<file path="src/rtl/segaddr_pkg.sv">
package segaddr_pkg;

  localparam int NUM_SEGS = 4;

  localparam logic [1:0] SEG_EXTRA = 2'd0;
  localparam logic [1:0] SEG_CODE  = 2'd1;
  localparam logic [1:0] SEG_STACK = 2'd2;
  localparam logic [1:0] SEG_DATA  = 2'd3;

  localparam logic [2:0] KIND_FETCH  = 3'd0;
  localparam logic [2:0] KIND_STACK  = 3'd1;
  localparam logic [2:0] KIND_BPREL  = 3'd2;
  localparam logic [2:0] KIND_DATA   = 3'd3;
  localparam logic [2:0] KIND_STRDST = 3'd4;
  localparam logic [2:0] KIND_VECTOR = 3'd5;

  typedef struct packed {
    logic capture;   // latch a freshly formed base address
    logic advance;   // step to the high byte of a word
  } ctrlStrobe_t;

  typedef enum logic [1:0] {
    ST_IDLE = 2'd0,
    ST_LOW  = 2'd1,
    ST_HIGH = 2'd2
  } busState_t;

endpackage

</file>
<file path="src/rtl/segaddr_dp.sv">
module segaddr_dp
  import segaddr_pkg::*;
#(
  parameter int SEG_W  = 16,
  parameter int OFF_W  = 16,
  parameter int ADDR_W = 20
) (
  input  logic              clk,
  input  logic              rstN,
  input  logic              segWrEn,
  input  logic [1:0]        segWrSel,
  input  logic [SEG_W-1:0]  segWrData,
  input  logic [2:0]        reqKind,
  input  logic              reqOvrEn,
  input  logic [1:0]        reqOvrSel,
  input  logic [OFF_W-1:0]  reqOffset,
  input  ctrlStrobe_t       strobe,
  output logic [ADDR_W-1:0] addrOut
);

  localparam int SHIFT   = ADDR_W - SEG_W;
  localparam int VEC_W   = 8;
  localparam int VADDR_W = VEC_W + 2;

  logic [SEG_W-1:0]  segReg [NUM_SEGS];
  logic [1:0]        segIdx;
  logic [SEG_W-1:0]  segVal;
  logic [ADDR_W-1:0] segExt;
  logic [ADDR_W-1:0] offExt;
  logic [ADDR_W-1:0] vecAddr;
  logic [ADDR_W-1:0] baseNext;
  logic [ADDR_W-1:0] addrReg;

  // segment register file; code segment comes out of reset at all ones
  always_ff @(posedge clk or negedge rstN) begin
    if (!rstN) begin
      for (int i = 0; i < NUM_SEGS; i++)
        segReg[i] <= (i == int'(SEG_CODE)) ? {SEG_W{1'b1}} : '0;
    end else if (segWrEn) begin
      segReg[segWrSel] <= segWrData;
    end
  end

  // default segment rules, override only where permitted
  always_comb begin
    case (reqKind)
      KIND_FETCH:  segIdx = SEG_CODE;
      KIND_STACK:  segIdx = SEG_STACK;
      KIND_BPREL:  segIdx = reqOvrEn ? reqOvrSel : SEG_STACK;
      KIND_STRDST: segIdx = SEG_EXTRA;
      default:     segIdx = reqOvrEn ? reqOvrSel : SEG_DATA;
    endcase
  end

  assign segVal  = segReg[segIdx];
  assign segExt  = ADDR_W'(segVal) << SHIFT;
  assign offExt  = ADDR_W'(reqOffset);
  assign vecAddr = ADDR_W'({reqOffset[VEC_W-1:0], reqOffset[VEC_W], 1'b0});

  generate
    if (VADDR_W <= ADDR_W) begin : gVecFits
      assign baseNext = (reqKind == KIND_VECTOR) ? vecAddr : (segExt + offExt);
    end else begin : gVecNone
      assign baseNext = segExt + offExt;
    end
  endgenerate

  always_ff @(posedge clk or negedge rstN) begin
    if (!rstN)              addrReg <= '0;
    else if (strobe.capture) addrReg <= baseNext;
    else if (strobe.advance) addrReg <= addrReg + 1'b1;
  end

  assign addrOut = addrReg;

  // a load touches only the selected register
  a_r12_write_isolated: assert property (@(posedge clk) disable iff (!rstN)
    (segWrEn && segWrSel != SEG_DATA) |=> segReg[SEG_DATA] == $past(segReg[SEG_DATA]));

  // a captured fetch address is the code segment plus the offset
  a_r2_fetch_code: assert property (@(posedge clk) disable iff (!rstN)
    (strobe.capture && reqKind == KIND_FETCH && !segWrEn) |=>
      addrReg == ADDR_W'((ADDR_W'($past(segReg[SEG_CODE])) << SHIFT) + ADDR_W'($past(reqOffset))));

endmodule

</file>
<file path="src/rtl/segaddr_ctrl.sv">
module segaddr_ctrl
  import segaddr_pkg::*;
(
  input  logic        clk,
  input  logic        rstN,
  input  logic        reqValid,
  input  logic        reqWord,
  output ctrlStrobe_t strobe,
  output logic        busValid,
  output logic        busHigh,
  output logic        busy
);

  busState_t state, stateNext;
  logic      wordReg;
  logic      accept;

  assign accept = reqValid && (state == ST_IDLE);

  always_comb begin
    stateNext = state;
    case (state)
      ST_IDLE: if (accept) stateNext = ST_LOW;
      ST_LOW:  stateNext = wordReg ? ST_HIGH : ST_IDLE;
      ST_HIGH: stateNext = ST_IDLE;
      default: stateNext = ST_IDLE;
    endcase
  end

  always_ff @(posedge clk or negedge rstN) begin
    if (!rstN) begin
      state   <= ST_IDLE;
      wordReg <= 1'b0;
    end else begin
      state <= stateNext;
      if (accept) wordReg <= reqWord;
    end
  end

  assign strobe.capture = accept;
  assign strobe.advance = (state == ST_LOW) && wordReg;
  assign busValid       = (state != ST_IDLE);
  assign busHigh        = (state == ST_HIGH);
  assign busy           = (state != ST_IDLE);

  // the high byte follows the low byte of a word
  a_r9_high_follows_low: assert property (@(posedge clk) disable iff (!rstN)
    (busValid && !busHigh && wordReg) |=> (busValid && busHigh));

  // a byte transfer lasts one cycle
  a_r10_byte_single: assert property (@(posedge clk) disable iff (!rstN)
    (busValid && !busHigh && !wordReg) |=> !busValid);

  // a high byte is never issued without a low byte just before it
  a_r11_high_after_low: assert property (@(posedge clk) disable iff (!rstN)
    $rose(busHigh) |-> $past(busValid && !busHigh));

endmodule

</file>
<file path="src/rtl/segAddrGen.sv">
module segAddrGen
  import segaddr_pkg::*;
#(
  parameter int SEG_W  = 16,
  parameter int OFF_W  = 16,
  parameter int ADDR_W = 20
) (
  input  logic              clk,
  input  logic              rstN,
  input  logic              segWrEn,
  input  logic [1:0]        segWrSel,
  input  logic [SEG_W-1:0]  segWrData,
  input  logic              reqValid,
  input  logic [2:0]        reqKind,
  input  logic              reqOvrEn,
  input  logic [1:0]        reqOvrSel,
  input  logic [OFF_W-1:0]  reqOffset,
  input  logic              reqWord,
  output logic              busValid,
  output logic [ADDR_W-1:0] busAddr,
  output logic              busHigh,
  output logic              busy
);

  ctrlStrobe_t strobe;

  segaddr_ctrl uCtrl (
    .clk      (clk),
    .rstN     (rstN),
    .reqValid (reqValid),
    .reqWord  (reqWord),
    .strobe   (strobe),
    .busValid (busValid),
    .busHigh  (busHigh),
    .busy     (busy)
  );

  segaddr_dp #(
    .SEG_W  (SEG_W),
    .OFF_W  (OFF_W),
    .ADDR_W (ADDR_W)
  ) uDp (
    .clk       (clk),
    .rstN      (rstN),
    .segWrEn   (segWrEn),
    .segWrSel  (segWrSel),
    .segWrData (segWrData),
    .reqKind   (reqKind),
    .reqOvrEn  (reqOvrEn),
    .reqOvrSel (reqOvrSel),
    .reqOffset (reqOffset),
    .strobe    (strobe),
    .addrOut   (busAddr)
  );

  // the high byte address is the low byte address plus one, wrapping
  a_r9_addr_step: assert property (@(posedge clk) disable iff (!rstN)
    (busValid && busHigh) |-> busAddr == ADDR_W'($past(busAddr) + 1'b1));

  // busy covers every presented bus cycle
  a_r11_busy_cover: assert property (@(posedge clk) disable iff (!rstN)
    busValid |-> busy);

endmodule

</file>
<file path="config.mk">
export PLATFORM = sky130hd
export DESIGN_NAME = segAddrGen
export DESIGN_NICKNAME = d
export VERILOG_FILES = /design/src/rtl/segaddr_pkg.sv /design/src/rtl/segaddr_dp.sv /design/src/rtl/segaddr_ctrl.sv /design/src/rtl/segAddrGen.sv
export SDC_FILE = /design/constraint.sdc
export NUM_CORES = 1
export LEC_CHECK = 0
export BUFFER_PORTS_ARGS = -buffer_cell sky130_fd_sc_hd__buf_2
export CAP_MARGIN = 10
export CORE_UTILIZATION = 60
export DETAILED_ROUTE_END_ITERATION = 8
export PLACE_DENSITY = 0.89
export SYNTH_ARGS = -nofsm -noshare
export SYNTH_HDL_FRONTEND = slang
export SYNTH_SLANG_ARGS = --single-unit
</file>
<file path="constraint.sdc">
create_clock -name clk -period 5.5 [get_ports clk]
set_input_delay 0.825 -clock clk [delete_from_list [all_inputs] [get_ports clk]]
set_output_delay 0.825 -clock clk [all_outputs]
set_load 0.01 [all_outputs]
</file>
==> impl_metrics.tcl <==
set metrics [dict create \
    htreeDepth 3 \
    drt_iter0_markers 264 \
    crit_path_end_kind "register" \
    leakagePower_nw 2.35 \
    grt_max_degree 88 \
    cts_root_buf "clkbuf_8" \
    synth_top_area_share_pct 36.7 \
    cp-start-kind "input pin" \
    synth-edff-count 0 \
    start_util_pct 62.3 \
    cp.arrival_ps 4050 \
    relSlewSlack_pct 28.6 \
    die_w_um 91.8 \
    post_cts_resized 0 \
    ctsHoldBuffers 0 \
    vias_per_cell 6.02 \
    synth_area_sq_mm 0.00484 \
    fin_crit_ps 3800 \
    finalNetCount 576 \
    ys_warn_count 0 \
    path_clk_slew_ps 90 \
    maxSlewViolCount 0 \
    final_cell_mix "dfrtp_1, buf_2, nand2_1, mux2_2, nor2_1" \
    drive_gt1_share_pct 33.5 \
    path_class "input pin to register" \
    ys_ff_latch 87 \
    ys_types 49 \
    yosysSeqAreaShare_pct 45.4 \
    antenna_cells 0 \
    final_hold_viol_count 0 \
    synth_ff_type "dfrtp_1" \
    dieArea_sq_mm 0.00843 \
    antenna_found_initial 0 \
    finalCritPeriodShare_pct 69.1 \
    num_io_pins 68 \
    nFillCells 590 \
    avgRoutedWirePerCell_um 17.4 \
    dr.pass1.iters 4 \
    area_growth_pct 12.3 \
    setup_viol 0 \
    ant_nets 0 \
    hold_class "register to register" \
    fin_worst_skew_ps 7.84 \
    rsz0062_at_grt "false" \
    timing.critical_path.fanout_max 21 \
    yosysTopAreaCell "dfrtp_1" \
    ir_worst_vdd_uv 149 \
    powerDensity_mw_per_mm2 385 \
    grt_overflow 0 \
    first_global_vias 3814 \
    numClockSinks 87 \
    grt_pass1_wl_um 18200 \
    syn_inst 454 \
    synth_area_per_cell_sq_um 10.7 \
    status "finished clean" \
    io_buffer_count 67 \
    gp_congestion 0.831 \
    routed-via-count 3744 \
    startpoint "reqKind[2]" \
    async_reset_ff_share_pct 100 \
    hold_path_startpoint "uCtrl.wordReg" \
    tightestPinTransition_ps 1070 \
    final_common_cell "dfrtp_1" \
    core_area_sq_mm 0.00777 \
    syn-num-nets 515 \
    post-cts-setup-buffers 0 \
    fmax_mhz 263 \
    maxCapViolCount 0 \
    clk_latency_ps 380 \
    num_rows 32 \
    die_y_um 91.8 \
    cts_buffers 9 \
    track_usage_pct 27.7 \
    netlist_top_cells_area "dfrtp_1, mux2_2, dfstp_2" \
    final_util_pct 70.0 \
    clk_path_buf_depth 2 \
    required_ps 5750 \
    dp_hpwl_um 7610 \
    tns_ps 0 \
    drcViolationCount 0 \
    reg2reg_from "uDp.segReg[32]" \
    tritoncts "built" \
    wl_um 10800 \
]
[cell type report]
cell class / count / area, sq um / area share [%]
Clock inverter: 6 / 67.6 / 1.24
Multi-Input combinational cell: 341 / 2520 / 46.4
Inverter: 5 / 18.8 / 0.345
Sequential cell: 87 / 2200 / 40.4
Tap cell: 102 / 128 / 2.35
Clock buffer: 10 / 138 / 2.53
Timing Repair Buffer: 71 / 368 / 6.77
[power by group]
group | leakage, nW | internal (mW) | switching, mW
sequential | 1.02 | 0.808 | 0.124
combinational | 1.24 | 0.326 | 0.368
clock | 0.0989 | 0.224 | 0.243
total | 2.35 | 1.36 | 0.735
[sequential cells by signal, indices dropped and copies added (netlist names)]
| name | cells |
|---|---|
| uCtrl.wordReg | 1 |
| uDp.segReg | 64 |
| uDp.addrOut | 20 |
| uCtrl.state | 2 |
[layer usage]
layer | track usage, % | up-vias | wire length, um
met1 | 35.4 | 1841 | 4670
met2 | 47.1 | 112 | 5430
met5 | 0 | - | 0
met3 | 5.06 | 20 | 488
met4 | 10.4 | 0 | 218
li1 | - | 1771 | -
[synth_stat cells (3+ instances only)]
master    number
nand2_1       65
clkbuf_1      17
mux2i_1        6
xor2_1        12
dfstp_2       16
nor2b_1        4
nand3_1        6
a21oi_1       14
nand3b_1       3
o21ai_0        7
and2_1        14
ha_1          15
and3_1         5
xnor2_1       16
nand4_1        7
a31oi_1       18
mux2_2        65
a211oi_1      17
o211ai_1       3
nor3_1         5
o22ai_1        5
dfrtp_1       71
o21ai_1        6
inv_1          3
o31a_1         3
nor2_1        19
[worst max-delay path, stage by stage]
cell      delay [ps]
buf_2            130
o21ai_1          240
o22a_1           690
a211oi_1         190
a31oi_1          330
ha_1             300
a21oi_1          180
nand4b_1         210
a311oi_1         150
a211oi_1         450
nor4_4            60
xnor2_1          190
o22ai_1          100
[stage by stage]
| stage | worst slack [ps] | cell area, sq um | std cells | hold slack, ps | power (mW) |
|---|---|---|---|---|---|
| after global routing | 1430 | 5440 | 622 | 528 | 2.21 |
| after floorplan | 1710 | 4840 | 454 | 446 | 1.41 |
| final | 1700 | 5440 | 622 | 507 | 2.09 |
| after detailed placement | 1350 | 5230 | 606 | 492 | 1.63 |
| after global placement | 1510 | 5230 | 606 | 467 | 1.58 |
| after CTS | 1730 | 5440 | 622 | 509 | 2.09 |
[final timing paths]
kind                                    to  slack [ps]  depth (start not counted)
max                        uDp.addrOut[19]        1700                         13
min                          uCtrl.wordReg         510                          2
max reg2reg                uDp.addrOut[18]        2570                         12
min reg2reg                  uCtrl.wordReg         510                          2
max in group asynchronous   uDp.segReg[48]        4180                          1
min in group asynchronous  uDp.addrOut[15]         620                          1
[logic make-up after synthesis]
group	synth area share (%)
flip-flops	45.4
AND/OR/NAND/NOR	13.3
buffers and inverters	2.74
multiplexers	17.0
AO/OA/AOI/OAI	12.2
XOR/XNOR	5.07
adder cells (fa/ha/maj)	4.29
Power figures use the tool's default switching activity.
